`src/rtl/dmatx_pkg.sv`:
```
package dmatx_pkg;
  localparam int WORD_W   = 32;
  localparam int BYTE_W   = 8;
  localparam int DESC_WDS = 4;

  // flag bit positions inside the descriptor flags word
  localparam int FLG_EOL  = 0;
  localparam int FLG_OEOP = 3;
  localparam int FLG_INTR = 4;
  localparam int CTX_DIS  = 15;

  // word index inside a data descriptor
  localparam int DW_NEXT  = 0;
  localparam int DW_BUF   = 1;
  localparam int DW_FLAGS = 2;
  localparam int DW_AFTER = 3;

  typedef enum logic [3:0] {
    ST_IDLE,
    ST_DFETCH,
    ST_CHECK,
    ST_WFETCH,
    ST_SEND,
    ST_DONE,
    ST_DSTORE,
    ST_CREAD,
    ST_CWRITE
  } seq_state_t;
endpackage

```
`src/rtl/dmatx_out_slot.sv`:
```
module dmatx_out_slot #(
  parameter int DW = 8
) (
  input  logic          clk,
  input  logic          rst_n,
  input  logic          push,
  input  logic [DW-1:0] din,
  input  logic          lin,
  input  logic          ready,
  output logic          valid,
  output logic [DW-1:0] dout,
  output logic          lout,
  output logic          can_push
);
  assign can_push = !valid || ready;

  always_ff @(posedge clk) begin
    if (!rst_n) begin
      valid <= 1'b0;
      dout  <= '0;
      lout  <= 1'b0;
    end else if (push) begin
      valid <= 1'b1;
      dout  <= din;
      lout  <= lin;
    end else if (ready) begin
      valid <= 1'b0;
      lout  <= 1'b0;
    end
  end
endmodule

```
`src/rtl/dmatx_chunk.sv`:
```
module dmatx_chunk #(
  parameter int CHUNK = 2048
) (
  input  logic clk,
  input  logic rst_n,
  input  logic clr,
  input  logic step,
  output logic wrap
);
  localparam int CW = (CHUNK > 1) ? $clog2(CHUNK) : 1;
  localparam logic [CW-1:0] LAST_CNT = CW'(CHUNK - 1);

  logic [CW-1:0] cnt;

  assign wrap = step && (cnt == LAST_CNT);

  always_ff @(posedge clk) begin
    if (!rst_n || clr) cnt <= '0;
    else if (step)     cnt <= wrap ? '0 : cnt + 1'b1;
  end
endmodule

```
`src/rtl/dmatx_seq.sv`:
```
module dmatx_seq
  import dmatx_pkg::*;
(
  input  logic              clk,
  input  logic              rst_n,
  input  logic              start,
  input  logic [WORD_W-1:0] desc_ptr,
  input  logic [WORD_W-1:0] ctx_ptr,
  output logic              mem_req,
  output logic              mem_we,
  output logic [WORD_W-1:0] mem_addr,
  output logic [WORD_W-1:0] mem_wdata,
  input  logic              mem_ack,
  input  logic [WORD_W-1:0] mem_rdata,
  input  logic              can_push,
  input  logic              slot_empty,
  output logic              push,
  output logic [BYTE_W-1:0] push_byte,
  output logic              push_last,
  output logic              chunk_clr,
  input  logic              chunk_wrap,
  output logic              irq_set,
  output logic              eol,
  output logic [WORD_W-1:0] cur_desc,
  output logic [WORD_W-1:0] cur_buf,
  output logic              buf_fetch
);
  seq_state_t st;
  logic [1:0]        idx;
  logic [WORD_W-1:0] dw [DESC_WDS];
  logic [WORD_W-1:0] ptr;
  logic [WORD_W-1:0] word_q;
  logic [WORD_W-1:0] ctx_q;
  logic [WORD_W-1:0] ctx_flags;
  logic              at_end;
  logic [WORD_W-1:0] ptr_inc;

  assign ptr_inc = ptr + 1'b1;
  assign at_end  = (ptr_inc == dw[DW_AFTER]);

  always_comb begin
    mem_req   = 1'b0;
    mem_we    = 1'b0;
    mem_addr  = '0;
    mem_wdata = '0;
    case (st)
      ST_DFETCH: begin
        mem_req  = 1'b1;
        mem_addr = cur_desc + {{(WORD_W-4){1'b0}}, idx, 2'b00};
      end
      ST_WFETCH: begin
        mem_req  = slot_empty;
        mem_addr = {ptr[WORD_W-1:2], 2'b00};
      end
      ST_DSTORE: begin
        mem_req   = 1'b1;
        mem_we    = 1'b1;
        mem_addr  = cur_desc + {{(WORD_W-4){1'b0}}, idx, 2'b00};
        mem_wdata = dw[idx];
      end
      ST_CREAD: begin
        mem_req  = 1'b1;
        mem_addr = ctx_q + 32'd4;
      end
      ST_CWRITE: begin
        mem_req   = 1'b1;
        mem_we    = 1'b1;
        mem_addr  = ctx_q + 32'd4;
        mem_wdata = ctx_flags | (32'd1 << CTX_DIS);
      end
      default: ;
    endcase
  end

  assign buf_fetch = (st == ST_WFETCH) && mem_req;
  assign push      = (st == ST_SEND) && can_push;
  assign push_byte = word_q[{ptr[1:0], 3'b000} +: BYTE_W];
  assign push_last = at_end && dw[DW_FLAGS][FLG_OEOP];
  assign chunk_clr = (st == ST_DFETCH);
  assign irq_set   = (st == ST_DONE) && dw[DW_FLAGS][FLG_INTR];

  always_ff @(posedge clk) begin
    if (!rst_n) begin
      st        <= ST_IDLE;
      idx       <= '0;
      ptr       <= '0;
      word_q    <= '0;
      ctx_q     <= '0;
      ctx_flags <= '0;
      cur_desc  <= '0;
      cur_buf   <= '0;
      eol       <= 1'b0;
      for (int i = 0; i < DESC_WDS; i++) dw[i] <= '0;
    end else begin
      case (st)
        ST_IDLE: if (start) begin
          cur_desc <= desc_ptr;
          ctx_q    <= ctx_ptr;
          eol      <= 1'b0;
          idx      <= '0;
          st       <= ST_DFETCH;
        end
        ST_DFETCH: if (mem_ack) begin
          dw[idx] <= mem_rdata;
          if (idx == 2'(DW_BUF)) begin
            ptr     <= mem_rdata;
            cur_buf <= mem_rdata;
          end
          if (idx == 2'(DESC_WDS - 1)) begin
            idx <= '0;
            st  <= ST_CHECK;
          end else begin
            idx <= idx + 1'b1;
          end
        end
        ST_CHECK: st <= (ptr == dw[DW_AFTER]) ? ST_DONE : ST_WFETCH;
        ST_WFETCH: if (mem_ack) begin
          word_q <= mem_rdata;
          st     <= ST_SEND;
        end
        ST_SEND: if (push) begin
          ptr <= ptr_inc;
          if (chunk_wrap) cur_buf <= ptr_inc;
          if (at_end)               st <= ST_DONE;
          else if (ptr[1:0] == 2'b11) st <= ST_WFETCH;
        end
        ST_DONE: begin
          cur_buf <= ptr;
          idx     <= '0;
          st      <= ST_DSTORE;
        end
        ST_DSTORE: if (mem_ack) begin
          if (idx == 2'(DESC_WDS - 1)) begin
            idx <= '0;
            if (dw[DW_FLAGS][FLG_EOL]) begin
              st <= ST_CREAD;
            end else begin
              cur_desc <= dw[DW_NEXT];
              st       <= ST_DFETCH;
            end
          end else begin
            idx <= idx + 1'b1;
          end
        end
        ST_CREAD: if (mem_ack) begin
          ctx_flags <= mem_rdata;
          st        <= ST_CWRITE;
        end
        ST_CWRITE: if (mem_ack) begin
          eol <= 1'b1;
          st  <= ST_IDLE;
        end
        default: st <= ST_IDLE;
      endcase
    end
  end
endmodule

```
`src/rtl/dma_desc_tx.sv`:
```
module dma_desc_tx
  import dmatx_pkg::*;
#(
  parameter int CHUNK_BYTES = 2048
) (
  input  logic        clk,
  input  logic        rst_n,
  input  logic        start_i,
  input  logic [31:0] desc_ptr_i,
  input  logic [31:0] ctx_ptr_i,
  output logic        mem_req_o,
  output logic        mem_we_o,
  output logic [31:0] mem_addr_o,
  output logic [31:0] mem_wdata_o,
  input  logic        mem_ack_i,
  input  logic [31:0] mem_rdata_i,
  output logic        tx_valid_o,
  output logic [7:0]  tx_data_o,
  output logic        tx_last_o,
  input  logic        tx_ready_i,
  output logic        irq_set_o,
  output logic        eol_o,
  output logic [31:0] cur_desc_o,
  output logic [31:0] cur_buf_o
);
  logic              can_push;
  logic              push;
  logic [BYTE_W-1:0] push_byte;
  logic              push_last;
  logic              chunk_clr;
  logic              chunk_wrap;
  logic              buf_fetch;

  dmatx_seq u_seq (
    .clk        (clk),
    .rst_n      (rst_n),
    .start      (start_i),
    .desc_ptr   (desc_ptr_i),
    .ctx_ptr    (ctx_ptr_i),
    .mem_req    (mem_req_o),
    .mem_we     (mem_we_o),
    .mem_addr   (mem_addr_o),
    .mem_wdata  (mem_wdata_o),
    .mem_ack    (mem_ack_i),
    .mem_rdata  (mem_rdata_i),
    .can_push   (can_push),
    .slot_empty (!tx_valid_o),
    .push       (push),
    .push_byte  (push_byte),
    .push_last  (push_last),
    .chunk_clr  (chunk_clr),
    .chunk_wrap (chunk_wrap),
    .irq_set    (irq_set_o),
    .eol        (eol_o),
    .cur_desc   (cur_desc_o),
    .cur_buf    (cur_buf_o),
    .buf_fetch  (buf_fetch)
  );

  dmatx_chunk #(.CHUNK(CHUNK_BYTES)) u_chunk (
    .clk   (clk),
    .rst_n (rst_n),
    .clr   (chunk_clr),
    .step  (push),
    .wrap  (chunk_wrap)
  );

  dmatx_out_slot #(.DW(BYTE_W)) u_slot (
    .clk      (clk),
    .rst_n    (rst_n),
    .push     (push),
    .din      (push_byte),
    .lin      (push_last),
    .ready    (tx_ready_i),
    .valid    (tx_valid_o),
    .dout     (tx_data_o),
    .lout     (tx_last_o),
    .can_push (can_push)
  );
endmodule

```
`config.mk`:
```
export PLATFORM = sky130hd
export DESIGN_NAME = dma_desc_tx
export DESIGN_NICKNAME = d
export VERILOG_FILES = /design/src/rtl/dmatx_pkg.sv /design/src/rtl/dmatx_out_slot.sv /design/src/rtl/dmatx_chunk.sv /design/src/rtl/dmatx_seq.sv /design/src/rtl/dma_desc_tx.sv
export SDC_FILE = /design/constraint.sdc
export NUM_CORES = 1
export LEC_CHECK = 0
export ABC_AREA = 1
export BUFFER_PORTS_ARGS = -buffer_cell sky130_fd_sc_hd__buf_4
export CAP_MARGIN = 25
export CORE_AREA = 4 4 223 225
export DETAILED_ROUTE_END_ITERATION = 16
export DIE_AREA = 0 0 227 229
export GPL_TIMING_DRIVEN = 0
export HOLD_SLACK_MARGIN = 0.1
export PLACE_DENSITY = 0.65
export SLEW_MARGIN = 5
export SYNTH_ARGS = -nofsm -noshare
export SYNTH_HDL_FRONTEND = slang
export SYNTH_HIERARCHICAL = 1
export SYNTH_SLANG_ARGS = --single-unit
```
`constraint.sdc`:
```
create_clock -name clk -period 4.48 [get_ports clk]
set_input_delay 0.448 -clock clk [delete_from_list [all_inputs] [get_ports clk]]
set_output_delay 0.448 -clock clk [all_outputs]
set_load 0.05 [all_outputs]
```
=== Word-level counts from Yosys, hierarchy flattened ===
Memories as Yosys holds them, arrays and structs flattened. A register that Yosys moved wholly into a read port is not among the register bits.
Cells that the tools add are included.

* Word-level logic and storage cells: 128
* Memories: 1
* RAM bits: 128
* Flip-flop bits (word level): 220
* Bits of input ports: 101

* Add/subtract/negate cells: 5
* Reduce and logical (&&, ||, !) cells: 29
* Muxes and demuxes: 51
* Equality and inequality tests: 28
* Shift-type cells: 1

{| class="wikitable"
|+ Memory list
! memory !! words !! bits a word !! read ports !! clocked after memory_dff !! write ports !! line !! source
|-
| u_seq.dw || 4 || 32 || 4 || 1 || 4 || dmatx_seq.sv:30 || <nowiki>logic [WORD_W-1:0] dw [DESC_WDS];</nowiki>
|}

{| class="wikitable"
|+ Operators by type and width
! cell !! number
|-
| $mux 32 || 10
|-
| $pmux 32 s2 || 3
|-
| $pmux 32 s3 || 2
|-
| $eq 32x32->1 || 2
|-
| $mux 4 || 11
|-
| $pmux 4 s9 || 1
|-
| $add 32x1->32 const B || 1
|-
| $add 32x3->32 const B || 1
|-
| $add 32x4->32 || 1
|-
| $reduce_or 32->1 || 1
|-
| $shiftx 32x6->8 || 1
|-
| $ne 2x2->1 const B || 9
|-
| $eq 4x3->1 const B || 4
|-
| $mux 1 || 12
|-
| $mux 2 || 6
|-
| $add 11x1->11 const B || 1
|-
| $eq 11x11->1 const B || 1
|-
| $mux 11 || 1
|-
| $reduce_and 10->1 || 1
|-
| $reduce_and 5->1 || 2
|-
| $eq 4x2->1 const B || 2
|-
| $ne 2x1->1 const B || 4
|-
| $reduce_bool 2->1 || 4
|-
| $mux 3 || 2
|-
| 18 further kinds || 31
|}

=== Longest topological paths before layout ===
* Word-level depth: 7
* Mapped depth: 20

=== Cells and area by module ===
The synthesis kept the hierarchy.

{| class="wikitable"
|+ Modules (own cells, without submodules)
! module !! times used !! sequential area each (um2) !! area each (um2) !! cells an instance
|-
| dmatx_seq || 1 || 7847.5 || 18009.8 || 2430
|-
| dmatx_chunk || 1 || 220.2 || 581.8 || 80
|-
| dmatx_out_slot || 1 || 200.2 || 350.3 || 44
|-
| dma_desc_tx || 1 || 0.0 || 3.8 || 1
|}

=== Worst setup path after synthesis ===
Ideal clock, no wire load.

* Path kind: register -> register
* Start: register u_seq.st[0]
* End: memory u_seq.dw[3][0] (enable)
* Arrival: 3.269 ns
* Library setup time: 0.470 ns
* Stages on the path, launching flop included: 7
* Setup slack: 0.741 ns
* Path through: dfxtp_1 -> inv_2 -> nor2_1 -> inv_1 -> nor2_2 -> nand2_1 -> o31ai_1

{| class="wikitable"
|+ RTL lines
! item !! line !! source
|-
| start: declaration || dmatx_seq.sv:28 || <nowiki>seq_state_t st;</nowiki>
|-
| start signal: assignment || dmatx_seq.sv:116 || <nowiki>ST_CHECK: st <= (ptr == dw[DW_AFTER]) ? ST_DONE : ST_WFETCH;</nowiki>
|-
| end: declaration || dmatx_seq.sv:30 ||
|}

=== Worst setup path in the final report ===
* Start: register u_seq.idx[1]
* End: output mem_addr_o[29]

* Word-level cells in the longest chain between the ends: 2

{| class="wikitable"
|+ Ends and longest elaborated chain
! item !! line !! source
|-
| start: declaration || dmatx_seq.sv:29 || <nowiki>logic [1:0] idx;</nowiki>
|-
| start signal: assignment || dmatx_seq.sv:113 || <nowiki>idx <= idx + 1'b1;</nowiki>
|-
| start signal: assignment || dmatx_seq.sv:142 || <nowiki>idx <= idx + 1'b1;</nowiki>
|-
| $add 32x4->32 || dmatx_seq.sv:49, dmatx_seq.sv:58 ||
|-
| $pmux 32 s3 || dmatx_seq.sv:46 || <nowiki>case (st)</nowiki>
|-
| end: declaration || dma_desc_tx.sv:13 || <nowiki>output logic [31:0] mem_addr_o,</nowiki>
|}

Every way passes these cells.

==> results.py <==
metrics = {
    "outcome": {
        "run_status": "finished, final reports clean",
    },
    "min_path": {
        "hold_path_end": "u_seq/ctx_q[1]$_SDFFE_PN0P_",
        "worstHoldPathType": "in -> reg",
        "worstHoldPathCells": 3,
        "holdCritStartpoint": "ctx_ptr_i[1]",
    },
    "setup_path": {
        "reg_to_reg_setup_timing_slack_ns": 0.60,
        "timing.rr.end": "u_slot/lout$_SDFFE_PN0P_",
        "path_class": "reg -> out",
        "crit_path_frequent_cell": "sky130_fd_sc_hd__nor2_1",
        "cp_slowest_stage_delay_ns": 0.37,
        "cp_data_required_time_ns": 4.03,
        "worst_r2r_path_depth": 14,
        "worstPathMaxFanout": 5,
        "slowest_stage": "sky130_fd_sc_hd__dfxtp_1",
        "timing.critical_path.arrival_ns": 3.74,
        "timing.critical_path.to_type": "primary output",
        "rr_startpoint": "u_seq/ptr[1]$_SDFFE_PN0P_",
        "cp_cell_sequence": "ha_1 -> a21oi_1 -> nor2_1 -> nand2_1 -> nor2_1 -> nand2_1 -> nor2_1 -> nand4_1 -> nor2_1 -> nand3_1 -> nor2_1 -> nand2_1 -> o21ai_0 -> nand2_1 -> nand3_1 -> buf_4",
        "setup.worst_path.start_class": "register",
    },
    "cts": {
        "cts_buffers": 42,
        "clock_sinks": 349,
        "clock_latency_ns": 0.61,
        "clkSlewWorstSetupHoldPaths_ns": 0.07,
        "cts-root-buf": "sky130_fd_sc_hd__clkbuf_16",
        "htreeDepth": 2,
        "cts_hold_buf": 0,
        "tritoncts_clock_tree": "yes",
        "clock_path_buffers": 3,
        "cts_setup_buffers": 0,
    },
    "job": {
        "cap_viol_max_count": 0,
    },
    "global_route": {
        "global_route_wire_length_before_repair_um": 136000,
        "antenna_found_initial": 4,
        "grt_util_all_layers_pct": 35.8,
        "grt_max_degree": 33,
        "m2_gr_usage_pct": 55.2,
        "via_count_of_the_first_global_routing_pass": 19600,
        "grt_use_met3_pct": 7.73,
        "grt_remaining_overflow": 0,
        "grt_most_used_layer": "met2",
        "gr-usage-met1_pct": 48.5,
    },
    "synthesis": {
        "synth_ff_type": "sky130_fd_sc_hd__dfxtp_1",
        "synth_async_sr_flop_share_pct": 0,
        "syn-instance-count": 2555,
        "count_of_flip_flops_with_a_built_in_enable_after_synthesis": 128,
        "syn-num-nets": 2664,
        "synthXorXnorAreaFrac_pct": 2.17,
        "main_combinational_cell_family_by_area_after_synthesis": "simple AND/OR/NAND/NOR gates",
        "synth.ff_latch_count": 349,
        "synth-seq-area-share_pct": 43.6,
        "synth_compound_gate_area_share_pct": 21.6,
        "ys_warn_count": 6,
        "muxShareOfSynthArea_pct": 0,
        "synth-simple-area-share_pct": 22.7,
        "syn_area_um2": 18900,
        "mean_cell_area_of_the_mapped_netlist_um2": 7.42,
        "netlist-cell-type-count": 51,
        "synthAdderAreaFrac_pct": 0.568,
    },
    "drt": {
        "routed_via_density": 5.97,
        "drtAntennaViolNets": 0,
        "drt_first_pass_iters": 6,
        "dr.first_iter.drc_count": 2777,
        "detailroute.via_count": 20900,
        "avgRoutedWirePerCell_um": 27.6,
        "drt_wl_total_um": 96400,
        "post-route-drc-count": 0,
    },
    "layout": {
        "layout.cells.most_common": "sky130_fd_sc_hd__nand2_1",
        "final_cell_mix": "sky130_fd_sc_hd__nand2_1 (352), sky130_fd_sc_hd__nor2_1 (319), sky130_fd_sc_hd__inv_1 (309)",
        "final_area_um2": 23100,
        "area_growth_pct": 21.9,
        "final_layout_size_suffix_gt1_share_pct": 14.0,
        "final_nets": 2953,
        "fillerInstances": 4771,
    },
    "timing": {
        "finalClockSkew_ns": 0.0472,
        "timing.fmax_ghz": 0.239,
        "slew_viol_final": 0,
        "rsz_0062_raised_after_global_routing": "false",
        "final_setup_violations": 0,
        "finalWorstPathRequiredPeriod_ns": 4.19,
        "finalCritPeriodShare_pct": 93.5,
        "finalHoldViolations": 0,
        "setup_total_negative_slack_ns": 0,
        "worst_slew_pin_slew_ns": 1.11,
        "slew_headroom_pct": 25.8,
    },
    "die": {
        "starting_density_pct": 39.8,
        "floorplan.die.width_um": 227,
        "io_pins": 243,
        "number_of_placement_rows": 80,
        "core_area_um2": 47500,
        "chipHeight_um": 229,
        "fp.dieArea_um2": 52000,
    },
    "place": {
        "dpl.hpwl_um": 77800,
        "gp_routability_congestion": 1.03,
        "placed_inst_area_um2": 21600,
        "io_buffers": 242,
    },
    "power": {
        "power.density_cell_area_nw_per_um2": 642,
        "total_leakage_power_nw": 9.10,
        "power_mw": 14.8,
        "ir_worst_vdd_uv": 392,
    },
}
-- through the flow --
step	hold WS (ns)	utilization, %	cells	setup WS [ns]
floorplan	0.425	-	2555	0.741
global placement	0.433	45.3	3412	-0.806
detailed placement	0.439	45.4	3415	0.708
CTS	0.125	48.5	3493	0.128
global route	0.143	48.5	3493	0.00417
finish	0.138	48.6	3496	0.289
-- kinds of logic after synthesis --
kind of cell               after synthesis
buffers and inverters                  462
DFF                                    349
adders and majority gates                8
xor gates and xnor gates                47
AOI/OAI and AO/OA                      719
and+or+nand+nor                        970
-- Yosys cell counts, types with 10 or more instances --
cell,instances,area (µm²)
sky130_fd_sc_hd__a211oi_1,64,480
sky130_fd_sc_hd__a21oi_1,259,1300
sky130_fd_sc_hd__a221oi_1,40,350
sky130_fd_sc_hd__a31oi_1,16,100
sky130_fd_sc_hd__buf_1,11,41.3
sky130_fd_sc_hd__buf_2,11,55.1
sky130_fd_sc_hd__clkbuf_1,113,424
sky130_fd_sc_hd__dfxtp_1,221,4420
sky130_fd_sc_hd__edfxtp_1,128,3840
sky130_fd_sc_hd__inv_1,309,1160
sky130_fd_sc_hd__nand2_1,354,1330
sky130_fd_sc_hd__nand2_2,14,87.6
sky130_fd_sc_hd__nand3_1,161,806
sky130_fd_sc_hd__nand4_1,23,144
sky130_fd_sc_hd__nor2_1,319,1200
sky130_fd_sc_hd__nor2_2,10,62.6
sky130_fd_sc_hd__nor2_4,18,203
sky130_fd_sc_hd__nor3_1,39,195
sky130_fd_sc_hd__o211ai_1,15,113
sky130_fd_sc_hd__o21ai_0,279,1400
sky130_fd_sc_hd__o221ai_1,16,140
sky130_fd_sc_hd__o22ai_1,17,106
sky130_fd_sc_hd__xnor2_1,15,131
sky130_fd_sc_hd__xor2_1,32,280
-- area by class of cell --
| cell class | instances | area (µm²) | area share [%] |
|---|---|---|---|
| well taps | 615 | 769 | 3.33 |
| inverters | 320 | 1200 | 5.20 |
| multi-input cells | 1744 | 8930 | 38.7 |
| clock buffers | 56 | 1200 | 5.21 |
| plain buffers | 142 | 574 | 2.49 |
| flip-flops and latches | 349 | 8270 | 35.8 |
| diodes | 3 | 7.51 | 0.0325 |
| repair buffers | 245 | 1870 | 8.12 |
| clock inverters | 22 | 260 | 1.13 |
-- state kept, by name, summed over array words and instances (netlist names), named ones only --
signal	count
u_chunk/cnt	11
u_seq/ctx_flags	31
u_seq/ctx_q	32
u_seq/cur_buf	32
u_seq/cur_desc	32
u_seq/dw	128
u_seq/eol	1
u_seq/idx	2
u_seq/ptr	32
u_seq/st	4
u_seq/word_q	32
u_slot/dout	8
u_slot/lout	1
u_slot/valid	1
-- where the power goes --
group / leakage (nW) / total (mW) / switching, mW / internal [mW]
registers: 3.13 / 4.68 / 0.764 / 3.92
clock network: 0.713 / 3.59 / 1.50 / 2.09
logic: 5.25 / 6.55 / 4.86 / 1.69
total: 9.10 / 14.8 / 7.13 / 7.70
-- how the worst max path moves through the flow --
stage / start / to / depth (start not counted)
final: u_seq/idx[1]$_SDFFE_PN0P_ / mem_addr_o[29] / 16
after global routing: u_seq/idx[1]$_SDFFE_PN0P_ / mem_addr_o[20] / 15
after CTS: u_seq/st[0]$_SDFFE_PN0P_ / mem_addr_o[3] / 10
after detailed placement: rst_n / u_seq/dw[0][13]$_SDFFCE_PN0P_ / 10
after global placement: mem_ack_i / u_seq/dw[3][13]$_DFFE_PP_ / 4
after floorplan: u_seq/st[0]$_SDFFE_PN0P_ / u_seq/dw[3][0]$_DFFE_PP_ / 6
-- critical path: cells and delay by family, from the launching register on --
kind | cells | cell delay (ns)
compound gates | 2 | 0.23
fa+ha+maj | 1 | 0.30
simple gates | 12 | 2.02
flops | 1 | 0.37
buf+inv | 1 | 0.22
-- metal layers --
layer	vias up	part of all wire [%]	wire length, µm
met2	1297	44	42300
met3	235	11	10500
met1	10100	40	38700
met5	-	0.024	23
li1	9257	-	-
met4	4	5.1	4920
-- timing repair --
| action | in CTS | in global routing |
|---|---|---|
| endpoints found under the setup margin | 0 | 4 |
| endpoints found under the hold margin | 0 | 0 |
| gates resized for setup | 0 | 2 |
Power figures use the tool's default switching activity.
